## src/rtl/pwm_brk_pkg.sv

```systemverilog
package pwm_brk_pkg;

    localparam int NUM_BRK  = 2;
    localparam int NUM_SRC  = 4;

    // Fault event vector; packed so bit 0 is comparator 0, bit 3 is the pin.
    typedef struct packed {
        logic pin_fall;
        logic adc;
        logic cmp1;
        logic cmp0;
    } fault_vec_t;

    typedef enum logic [1:0] {
        LV_IDLE  = 2'd0,
        LV_FAULT = 2'd1,
        LV_WAIT  = 2'd2
    } lv_state_e;

    function automatic logic src_hit(input logic [NUM_SRC-1:0] en, input fault_vec_t ev);
        return |(en & ev);
    endfunction

endpackage

```

## src/rtl/brk_pin_filter.sv

```systemverilog
module brk_pin_filter #(
    parameter int FILT_LEN = 3
) (
    input  logic clk,
    input  logic rst,
    input  logic pin_i,
    input  logic filt_en_i,
    output logic fall_o
);
    logic [FILT_LEN-1:0] sh;
    logic                filt_lvl;
    logic                prev_sel;
    logic                sel;

    always_ff @(posedge clk) begin
        if (rst) begin
            sh       <= '1;
            filt_lvl <= 1'b1;
            prev_sel <= 1'b1;
        end else begin
            sh <= {sh[FILT_LEN-2:0], pin_i};
            if (&sh)
                filt_lvl <= 1'b1;
            else if (~|sh)
                filt_lvl <= 1'b0;
            prev_sel <= sel;
        end
    end

    assign sel    = filt_en_i ? filt_lvl : sh[0];
    assign fall_o = prev_sel & ~sel;

    // The filtered level only drops after a full window of low samples.
    assert_filt_stable_R3: assert property (@(posedge clk) disable iff (rst)
        $fell(filt_lvl) |-> ($past(sh) == '0));

endmodule

```

## src/rtl/brk_flag_latch.sv

```systemverilog
module brk_flag_latch (
    input  logic clk,
    input  logic rst,
    input  logic set_i,
    input  logic clr_i,
    output logic flag_o
);
    always_ff @(posedge clk) begin
        if (rst)
            flag_o <= 1'b0;
        else if (set_i)
            flag_o <= 1'b1;
        else if (clr_i)
            flag_o <= 1'b0;
    end

    assert_set_wins_R5: assert property (@(posedge clk) disable iff (rst)
        set_i |=> flag_o);

    assert_clear_R5: assert property (@(posedge clk) disable iff (rst)
        (clr_i && !set_i) |=> !flag_o);

endmodule

```

## src/rtl/lvd_resume_ctrl.sv

```systemverilog
module lvd_resume_ctrl
    import pwm_brk_pkg::*;
#(
    parameter int DLY_W = 12
) (
    input  logic             clk,
    input  logic             rst,
    input  logic             lvd_i,
    input  logic             lvd_en_i,
    input  logic             edge_mode_i,
    input  logic             period_edge_i,
    input  logic [DLY_W-1:0] dly_i,
    output logic             active_o
);
    lv_state_e        state;
    logic [DLY_W-1:0] cnt;
    logic             fault;

    assign fault = lvd_i & lvd_en_i;

    always_ff @(posedge clk) begin
        if (rst) begin
            state <= LV_IDLE;
            cnt   <= '0;
        end else begin
            case (state)
                LV_IDLE: begin
                    if (fault) begin
                        state <= LV_FAULT;
                        cnt   <= dly_i;
                    end
                end
                LV_FAULT: begin
                    cnt <= dly_i;
                    if (!lvd_i)
                        state <= LV_WAIT;
                end
                LV_WAIT: begin
                    if (fault) begin
                        state <= LV_FAULT;
                        cnt   <= dly_i;
                    end else if (edge_mode_i) begin
                        if (period_edge_i)
                            state <= LV_IDLE;
                    end else if (cnt == '0) begin
                        state <= LV_IDLE;
                    end else begin
                        cnt <= cnt - 1'b1;
                    end
                end
                default: state <= LV_IDLE;
            endcase
        end
    end

    assign active_o = (state != LV_IDLE);

    assert_countdown_hold_R11: assert property (@(posedge clk) disable iff (rst)
        (state == LV_WAIT && !edge_mode_i && cnt != '0) |=> active_o);

    assert_edge_hold_R12: assert property (@(posedge clk) disable iff (rst)
        (active_o && edge_mode_i && !period_edge_i) |=> active_o);

endmodule

```

## src/rtl/pwm_fault_brake.sv

```systemverilog
module pwm_fault_brake
    import pwm_brk_pkg::*;
#(
    parameter int NUM_CH   = 6,
    parameter int FILT_LEN = 3,
    parameter int DLY_W    = 12
) (
    input  logic              clk,
    input  logic              rst,
    input  logic [1:0]        brk_pin_n,
    input  logic              filt_en,
    input  logic              cmp0_fault,
    input  logic              cmp1_fault,
    input  logic              adc_fault,
    input  logic [3:0]        src_en0,
    input  logic [3:0]        src_en1,
    input  logic              sw_brake,
    input  logic              lvd_fault,
    input  logic              lvd_en,
    input  logic              lvd_resume_edge,
    input  logic [DLY_W-1:0]  lvd_delay,
    input  logic              period_edge,
    input  logic [1:0]        clr_flag,
    input  logic [1:0]        irq_en,
    input  logic [NUM_CH-1:0] brake_lvl,
    input  logic [NUM_CH-1:0] pwm_in,
    output logic [NUM_CH-1:0] pwm_out,
    output logic [1:0]        brk_flag,
    output logic              irq
);
    logic [NUM_BRK-1:0][NUM_SRC-1:0] src_en;
    logic [NUM_BRK-1:0]              pin_fall;
    logic [NUM_BRK-1:0]              set_ev;
    logic                            lvd_active;
    logic                            brake_on;

    assign src_en[0] = src_en0;
    assign src_en[1] = src_en1;

    for (genvar b = 0; b < NUM_BRK; b++) begin : g_brk
        fault_vec_t ev;

        brk_pin_filter #(.FILT_LEN(FILT_LEN)) u_filt (
            .clk       (clk),
            .rst       (rst),
            .pin_i     (brk_pin_n[b]),
            .filt_en_i (filt_en),
            .fall_o    (pin_fall[b])
        );

        assign ev.cmp0     = cmp0_fault;
        assign ev.cmp1     = cmp1_fault;
        assign ev.adc      = adc_fault;
        assign ev.pin_fall = pin_fall[b];
        assign set_ev[b]   = src_hit(src_en[b], ev);

        brk_flag_latch u_flag (
            .clk    (clk),
            .rst    (rst),
            .set_i  (set_ev[b]),
            .clr_i  (clr_flag[b]),
            .flag_o (brk_flag[b])
        );
    end

    lvd_resume_ctrl #(.DLY_W(DLY_W)) u_lvd (
        .clk           (clk),
        .rst           (rst),
        .lvd_i         (lvd_fault),
        .lvd_en_i      (lvd_en),
        .edge_mode_i   (lvd_resume_edge),
        .period_edge_i (period_edge),
        .dly_i         (lvd_delay),
        .active_o      (lvd_active)
    );

    assign brake_on = (|brk_flag) | sw_brake | lvd_active;
    assign pwm_out  = brake_on ? brake_lvl : pwm_in;
    assign irq      = |(brk_flag & irq_en);

    assert_flag_override_R8: assert property (@(posedge clk) disable iff (rst)
        (|brk_flag) |-> (pwm_out == brake_lvl));

endmodule

```

## config.mk

```make
export PLATFORM = sky130hd
export DESIGN_NAME = pwm_fault_brake
export DESIGN_NICKNAME = d
export VERILOG_FILES = /design/src/rtl/pwm_brk_pkg.sv /design/src/rtl/brk_pin_filter.sv /design/src/rtl/brk_flag_latch.sv /design/src/rtl/lvd_resume_ctrl.sv /design/src/rtl/pwm_fault_brake.sv
export SDC_FILE = /design/constraint.sdc
export NUM_CORES = 1
export LEC_CHECK = 0
export ABC_AREA = 1
export BUFFER_PORTS_ARGS = -buffer_cell sky130_fd_sc_hd__clkbuf_2
export CORE_ASPECT_RATIO = 1.2
export CORE_MARGIN = 2
export CORE_UTILIZATION = 44
export CTS_CLUSTER_SIZE = 8
export DETAILED_ROUTE_END_ITERATION = 12
export MAX_ROUTING_LAYER = met4
export PLACE_DENSITY_LB_ADDON = 0.3
export SYNTH_ARGS = -nofsm -noshare
export SYNTH_HDL_FRONTEND = slang
export SYNTH_SLANG_ARGS = --single-unit
```

## constraint.sdc

```tcl
create_clock -name clk -period 1.5 [get_ports clk]
set_input_delay 0.3 -clock clk [delete_from_list [all_inputs] [get_ports clk]]
set_output_delay 0.3 -clock clk [all_outputs]
set_load 0.02 [all_outputs]
```

==> impl_metrics.yaml, run 1 <==
synth:
  ys_types: 32
  seq_area_frac_synth_pct: 34.4
  syn_nets: 270
  syn_inst: 219
  synth.avg_cell_area_um2: 6.92
  synth_seq_cells: 26
  synth_warnings: 0
  synth_area_um2: 1520
routing:
  drt_iter0_drc: 48
  viasPerCell: 4.98
  finalWirelength_um: 3780
  vias: 1619
  wire_per_inst_um: 11.6
  drc: 0
  ant_nets: 0
  drt_pass1_iterations: 4
grt:
  grt_max_degree: 16
  antenna_found_initial: 0
  grt_first_pass_wirelength_um: 5700
  grt_pass1_vias: 1410
  grtUsageTotal_pct: 19.0
  grt_overflow: 0
cells_and_area:
  layout-drive-gt1-share_pct: 45.8
  final_nets: 340
  multi_input_area_um2: 971
  fillers: 304
  final_util_pct: 63.9
  layout_commonest_cell: "nand2_1"
  syn2layout_area_growth_pct: 39.6
  regArea_um2: 528
  layout_common_cells: "53 x nand2_1, 51 x clkbuf_2, 21 x nor2_1"
  n_antenna_cell: 0
  fin_cells: 325
worst_setup_path:
  slowest_delay_ns: 0.35
  cp_cell_sequence: "nor2_4 > nand3_4 > mux2_2 > clkbuf_8"
  critPathMaxFanout: 6
  cp_top_family: "flip-flops"
  arrival_ns: 1.31
  slowest_stage: "dfxtp_2"
  crit_buf_inv: 1
  start_kind: "flip-flop"
  crit_type: "flip-flop to output pin"
  end_kind: "output pin"
  critical_path_required_ns: 1.20
  r2r_slack_ns: -0.09
clock_tree:
  cts_root_buf: "clkbuf_8"
  cts_made_buffers: 3
  ctsHoldBuffers: 0
  path_clk_slew_ns: 0.09
  clock_sinks: 26
  cts_tree: "done"
  clockBufferDepth: 2
  htree_levels: 1
  clk_latency_ns: 0.28
placement:
  placed_cells: 319
  dp_hpwl_um: 2710
  routabilityCongestion: 0.799
  port_buffers: 57
pwr:
  p_per_area_nw_per_um2: 1950
  p_leak_uw: 0.00105
  irDropWorstVdd_mv: 1.14
  p_total_uw: 4120
timing:
  fin_crit_sh_pct: 107
  drv_slew: 0
  setup_viol: 17
  final_hold_viol_count: 0
  tightest_slew_ns: 0.455
  max_freq_mhz: 621
  fin_crit_ns: 1.61
  tns_ns: -1.22
  rsz0062_at_grt: "yes"
  skew_ns: 0.0116
  fin_ws_ns: -0.111
  holdWs_ns: 0.204
  max_slew_margin_pct: 69.7
run:
  cap_violations: 0
floorplanning:
  core_area_um2: 3310
  die-area_um2: 3930
  die-height_um: 68.3
  start_util_pct: 45.8
  io_pins: 58
  rows: 23
  die_w_um: 57.6
outcome:
  status: "finished with violations"
  violations: "setup timing"
hold_path:
  hold_path.class: "input pin to flip-flop"
## cells in the mapped netlist (all sizes together)
library cell,n,area [um2]
nand2,60,235
nor2,31,136
dfxtp,26,521
nand3,19,105
inv,18,67.6
o21ai,17,85.1
a21oi,11,70.1
or2,7,43.8
buf,6,40.0
mux2,6,67.6
a22o,3,26.3
o211ai,3,22.5
ha,2,25.0
nand4,2,12.5
xor2,2,17.5
clkbuf,1,3.75
nand3b,1,7.51
nor3,1,5.00
o21bai,1,7.51
o31ai,1,7.51
xnor2,1,8.76
## kinds of logic after synthesis
family / Yosys count / share of synthesized area, %
xor+xnor: 3 / 1.73
compound gates: 36 / 14.5
buf+inv: 25 / 7.35
fa+ha+maj: 2 / 1.65
mux: 6 / 4.46
flops: 26 / 34.4
simple gates: 121 / 36.0
## worst paths after layout
kind	from	endpoint	cells after the start
setup / recovery	u_lvd.state[1]	pwm_out[3]	4
hold / removal	brk_pin_n[0]	g_brk[0].u_filt.sh[0]	2
hold reg to reg	g_brk[0].u_filt.prev_sel	g_brk[0].u_flag.flag_o	2
setup reg to reg	u_lvd.cnt[1]	u_lvd.cnt[7]	12
## worst register-to-register path: cells and delay by family, from the launching register on
| kind | cells | cell delay [ns] |
|---|---|---|
| AND/OR/NAND/NOR | 7 | 0.72 |
| buffers and inverters | 4 | 0.35 |
| flip-flops | 1 | 0.35 |
| adder cells (fa/ha/maj) | 1 | 0.12 |
## layout make-up
type	instances	area share (%)
sequential	26	25.0
timing repair buffer	72	20.0
inverter	18	3.55
multi-input combinational	168	45.9
clock buffer	3	1.95
clock inverter	1	1.42
tap	37	2.19
## stage by stage
stage | area, um2 | setup slack [ns]
floorplan | 1520 | 0.107
global placement | 1900 | 0.0355
detailed placement | 1900 | 0.00915
CTS | 2010 | -0.128
global route | 2120 | -0.212
finish | 2120 | -0.111
## flip-flops by register name (all words and copies together) (netlist names)
signal,cells
g_brk.u_filt.filt_lvl,2
g_brk.u_filt.prev_sel,2
g_brk.u_filt.sh,6
g_brk.u_flag.flag_o,2
u_lvd.cnt,12
u_lvd.state,2
## what timing repair did
action                                  in CTS  in global routing
endpoints found under the setup margin       6                 18
setup buffers                                0                  2
resized for setup                           11                 37
cloned                                       0                  0
endpoints found under the hold margin        0                  0
pin swaps                                    3                 15
## power by group
part,switching [uW],total [uW],internal (uW)
combinational,1390,2430,1040
sequential,203,1090,889
clock,237,595,358
total,1830,4120,2290
## metal layers
layer  up-vias  GRT usage, %  wire length, um
met5         -             -                0
met4         0          7.27               53
met3         5          2.84              158
met2        37          31.5             1970
met1       727          23.2             1600
li1        850             -                -
Note: power is estimated with default switching activity, not from simulation.
==> run 2: changes to the inputs <==
--- a/config.mk
+++ b/config.mk
@@ -9,7 +9,8 @@
 export BUFFER_PORTS_ARGS = -buffer_cell sky130_fd_sc_hd__clkbuf_2
 export CORE_ASPECT_RATIO = 1.2
 export CORE_MARGIN = 2
-export CORE_UTILIZATION = 44
+export CORE_UTILIZATION = 45
+export CTS_BUF_LIST = sky130_fd_sc_hd__clkbuf_2 sky130_fd_sc_hd__clkbuf_4 sky130_fd_sc_hd__clkbuf_8
 export CTS_CLUSTER_SIZE = 8
 export DETAILED_ROUTE_END_ITERATION = 12
 export MAX_ROUTING_LAYER = met4
==> run 2 against run 1 <==
Compared with the run above:
- the run still ends with setup timing left
- worst setup slack worse by 0.013 ns
- combinational power about the same
- clock-buffer cell count unchanged
- maximum frequency down 0.82%
- cell area down 0.24%
- sequential power about the same
- worst hold slack better by 0.0050 ns
- wire length down 0.29%
- clock skew down 0.0039 ns
- critical path type unchanged
- critical endpoint is now pwm_out[1]
- largest power group unchanged
- highest routed layer unchanged
==> impl_metrics.yaml, run 2 (same netlist as run 1, synthesis figures left out) <==
worst_setup_path:
  critical_path_required_ns: 1.20
  startpoint: "u_lvd.state[0]"
  crit_type: "flip-flop to output pin"
  r2r-start: "u_lvd.state[0]"
  arrival_ns: 1.32
  start_kind: "flip-flop"
  critPathMaxFanout: 6
  end_kind: "output pin"
cells_and_area:
  largest_reg_flops: 12
  regMostFlops: "u_lvd.cnt"
  layout_common_cells: "55 x nand2_1, 52 x clkbuf_2, 23 x nor2_1"
  final_util_pct: 64.3
  syn2layout_area_growth_pct: 39.3
  reg.largest.list: "u_lvd.cnt: 12 flops, g_brk.u_filt.sh: 6 flops"
  layout_commonest_cell: "nand2_1"
  postLayoutCellArea_um2: 2110
  layout-drive-gt1-share_pct: 43.8
  final_nets: 342
  n_antenna_cell: 0
grt:
  grt_max_degree: 16
  grt_first_pass_wirelength_um: 5780
  grt_pass1_vias: 1378
  grt_overflow: 0
  grtUsageTotal_pct: 19.3
  antenna_found_initial: 0
routing:
  drc: 0
  wire_per_inst_um: 11.5
  viasPerCell: 4.92
  drt_pass1_iterations: 4
  finalWirelength_um: 3770
  drt_iter0_drc: 37
  ant_nets: 0
  vias: 1610
timing:
  max_slew_margin_pct: 72.1
  rsz0062_at_grt: "yes"
  fin_crit_sh_pct: 108
  skew_ns: 0.00771
  setup_viol: 7
  max_freq_mhz: 616
  tightest_slew_ns: 0.417
  holdWs_ns: 0.209
  drv_slew: 0
  final_hold_viol_count: 0
  fin_ws_ns: -0.124
  fin_crit_ns: 1.62
pwr:
  p_int_uw: 2310
  p_total_uw: 4100
  pwr-share-seq_pct: 26.6
  sw_frac_of_total_pct: 43.7
  clkPwrFrac_pct: 14.3
  p_leak_uw: 0.00104
  p_per_area_nw_per_um2: 1940
  combPwrFrac_pct: 59.1
  irDropWorstVdd_mv: 1.20
  power_switching_uw: 1790
outcome:
  status: "finished with violations"
  violations: "setup timing"
floorplanning:
  die-area_um2: 3850
  rows: 23
  start_util_pct: 46.2
  core_area_um2: 3280
  io_pins: 58
  die_w_um: 57.0
  die-height_um: 67.6
placement:
  dp_hpwl_um: 2810
  port_buffers: 57
  routabilityCongestion: 0.856
  dpl-instance-area_um2: 1910
clock_tree:
  clk_latency_ns: 0.27
  ctsHoldBuffers: 0
  clockBufferDepth: 2
  cts_made_buffers: 3
  htree_levels: 1
  cts_tree: "done"
  clock_sinks: 26
  path_clk_slew_ns: 0.10
  cts_root_buf: "clkbuf_8"
hold_path:
  hold_start: "brk_pin_n[0]"
  hold_path.class: "input pin to flip-flop"
run:
  cap_violations: 0
==> run 2: cell count changes in the layout (fill, tap and decap cells not counted), sizes merged <==
cell    previous run  this run
buf               20        21
clkbuf            55        56
==> run 2: path summary, 6_finish.rpt <==
check | end | slack, ns | cells after the start
hold / removal | g_brk[0].u_filt.sh[0] | 0.21 | 2
hold reg to reg | g_brk[1].u_flag.flag_o | 0.44 | 2
setup / recovery | pwm_out[1] | -0.12 | 4
setup reg to reg | u_lvd.cnt[8] | 0 | 10
==> run 2: metal layers <==
layer / wire length [um] / track usage, % / up-vias
met4: 28 / 3.78 / 0
met3: 119 / 3.07 / 6
met5: 0 / - / -
met2: 1990 / 34.3 / 33
met1: 1630 / 23.1 / 716
li1: - / - / 855
==> run 2: worst max-delay path, cell delays in order (launching register included) <==
cell,delay [ns]
dfxtp_4,0.36
nor2_4,0.10
nand3_4,0.12
mux2_2,0.30
clkbuf_8,0.16
==> run 2: final cells by class <==
class,count,area [um2]
clock buffer,3,41.3
sequential,26,529
clock inverter,1,30.0
fill,320,1170
multi-input combinational,168,953
timing repair buffer,74,433
inverter,18,77.6
tap,37,46.3
==> run 2: power by group through the flow <==
stage | combinational [uW] | sequential, uW | clock [uW]
finish | 2420 | 1090 | 586
global route | 2720 | 1110 | 628
detailed placement | 2060 | 1050 | 0
CTS | 2140 | 1060 | 589
floorplan | 1480 | 1030 | 0
global placement | 2030 | 1050 | 0
==> run 2: what timing repair did <==
action                                  in CTS  in global routing
resized for setup                           11                 29
endpoints found under the setup margin       6                 18
pin swaps                                    3                  7
buffers inserted                             1                  2
==> run 2: through the flow <==
stage / std cells / setup slack [ns] / TNS [ns]
after floorplan: 219 / 0.107 / 0
after global placement: 320 / 0.0437 / 0
after detailed placement: 320 / 0.0103 / 0
after CTS: 325 / -0.120 / -0.662
after global routing: 327 / -0.192 / -1.46
final: 327 / -0.124 / -0.642
==> run 3: changes to the inputs <==
==> constraint.sdc (replaced) <==
create_clock -name clk -period 1.5 [get_ports clk]
set_input_delay 0.15 -clock clk [delete_from_list [all_inputs] [get_ports clk]]
set_output_delay 0.15 -clock clk [all_outputs]
set_load 0.02 [all_outputs]
==> run 3 against run 2 <==
Compared with the run above:
- the flow still finishes with violations (setup timing)
- final cell count down 1.2%
- total power down 0.32%
- sequential power about the same
- combinational power about the same
- die area unchanged
- core utilization down 0.50 points
- clock-buffer cell count unchanged
- first-iteration DRC count down 16%
- non-clock buffer count down 4
- wire length down 2.2%
- register-to-register slack about the same
==> impl_metrics.yaml, run 3 (same netlist as run 1, synthesis figures left out) <==
timing:
  final_hold_viol_count: 0
  setup_viol: 1
  drv_slew: 0
  max_slew_margin_pct: 73.2
  fin_crit_ns: 1.50
  max_freq_mhz: 666
  tightest_slew_ns: 0.402
  tns_ns: -0.000813
  fin_ws_ns: -0.000813
  fin_crit_sh_pct: 100
  skew_ns: 0.00602
  rsz0062_at_grt: "yes"
grt:
  grtUsageTotal_pct: 18.8
  grt_use_met1_pct: 22.8
  grt_pass1_vias: 1373
  grt_max_degree: 16
  met2_usage_pct: 31.9
  grt_first_pass_wirelength_um: 5630
  top_usage_layer: "met2"
  antenna_found_initial: 0
  grt_overflow: 0
  met3_usage_pct: 3.26
worst_setup_path:
  rr_worst_depth: 11
  critical_path_required_ns: 1.35
  r2r-start: "u_lvd.cnt[1]"
  start_kind: "flip-flop"
  arrival_ns: 1.35
  crit_type: "flip-flop to output pin"
  r2r-end: "u_lvd.cnt[7]"
  critPathMaxFanout: 6
  r2r_slack_ns: 0.01
  end_kind: "output pin"
hold_path:
  min_delay_path_depth: 2
  whs_endpoint: "g_brk[0].u_filt.sh[0]"
  hold_start: "brk_pin_n[0]"
  hold_path.class: "input pin to flip-flop"
floorplanning:
  die_w_um: 57.0
  io_pins: 58
  die-height_um: 67.6
  core_area_um2: 3280
  rows: 23
  die-area_um2: 3850
  start_util_pct: 46.2
cells_and_area:
  regArea_um2: 533
  layout-drive-gt1-share_pct: 42.0
  reg.largest.list: "u_lvd.cnt: 12 flops, g_brk.u_filt.sh: 6 flops"
  fillers: 314
  final_nets: 338
  layout_common_cells: "57 x nand2_1, 51 x clkbuf_2, 23 x nor2_1"
  syn2layout_area_growth_pct: 38.2
  regMostFlops: "u_lvd.cnt"
  largest_reg_flops: 12
  n_antenna_cell: 0
  layout_commonest_cell: "nand2_1"
  multi_input_area_um2: 937
placement:
  port_buffers: 57
  routabilityCongestion: 0.789
  dp_hpwl_um: 2770
  dp_slack_ns: 0.0233
clock_tree:
  clockBufferDepth: 2
  cts_root_buf: "clkbuf_8"
  cts_made_buffers: 3
  clk_latency_ns: 0.27
  ctsHoldBuffers: 0
  htree_levels: 1
  clock_sinks: 26
  path_clk_slew_ns: 0.09
  cts_tree: "done"
outcome:
  status: "finished with violations"
  violations: "setup timing"
routing:
  drt_pass1_iterations: 4
  ant_nets: 0
  drc: 0
  vias: 1582
  wire_per_inst_um: 11.4
  finalWirelength_um: 3690
  drt_iter0_drc: 31
  viasPerCell: 4.90
pwr:
  irDropWorstVdd_mv: 1.14
  p_per_area_nw_per_um2: 1950
  clkPwrFrac_pct: 14.3
  pwr-share-seq_pct: 27.1
  p_leak_uw: 0.00104
  power_switching_uw: 1740
  combPwrFrac_pct: 58.6
  p_int_uw: 2350
  sw_frac_of_total_pct: 42.5
run:
  cap_violations: 0
run 3: routing by layer:
metal | vias to the layer above | part of all wire (%)
li1 | 847 | -
met1 | 701 | 42
met2 | 27 | 54
met3 | 7 | 3.2
met4 | 0 | 1.2
met5 | - | 0
run 3: worst max path at each step:
stage	start	end	slack [ns]	depth (start not counted)
5_1_grt	u_lvd.cnt[1]	u_lvd.cnt[7]	-0.09	11
2_1_floorplan	u_lvd.cnt[0]	u_lvd.cnt[6]	0.11	12
3_3_place_gp	u_lvd.cnt[0]	u_lvd.cnt[10]	0.09	12
6_report	u_lvd.state[0]	pwm_out[3]	-0.0008	4
4_1_cts	u_lvd.state[1]	pwm_out[4]	0.01	4
3_5_place_dp	u_lvd.cnt[0]	u_lvd.cnt[8]	0.02	12
run 3: critical path, stage by stage (launching register included):
cell     delay [ns]
dfxtp_4        0.37
nor2_4         0.13
nand3_4        0.12
mux2_4         0.32
buf_6          0.13
run 3: metrics by stage:
step / hold WS (ns) / util [%] / total power [uW] / instance area [um2] / cells
5_1_grt: 0.0528 / 63.8 / 4400 / 2090 / 323
3_5_place_dp: 0.337 / 58.0 / 3160 / 1900 / 316
6_report: 0.0533 / 63.8 / 4080 / 2090 / 323
2_1_floorplan: 0.254 / - / 2520 / 1520 / 219
4_1_cts: 0.0540 / 61.0 / 3810 / 2000 / 320
3_3_place_gp: 0.335 / 58.0 / 3130 / 1900 / 316
run 3: final cells by class:
type	count	share of cell area, %
Clock buffer	3	1.97
Sequential cell	26	25.4
Clock inverter	1	1.43
Inverter	18	3.46
Multi-Input combinational cell	168	44.7
Tap cell	37	2.21
Timing Repair Buffer	70	20.7
run 3: power groups by stage:
stage | clock, uW | combinational (uW) | sequential (uW)
after floorplan | 0 | 1480 | 1030
after global placement | 0 | 2070 | 1060
after detailed placement | 0 | 2100 | 1060
after CTS | 594 | 2150 | 1070
after global routing | 621 | 2650 | 1130
final | 584 | 2390 | 1110
run 3: what timing repair did:
action / 4_1_cts / 5_1_grt
gates resized for setup: 10 / 26
pin swaps: 3 / 8
gates cloned: 0 / 1
buffers inserted: 0 / 2
endpoints found under the setup margin: 8 / 18
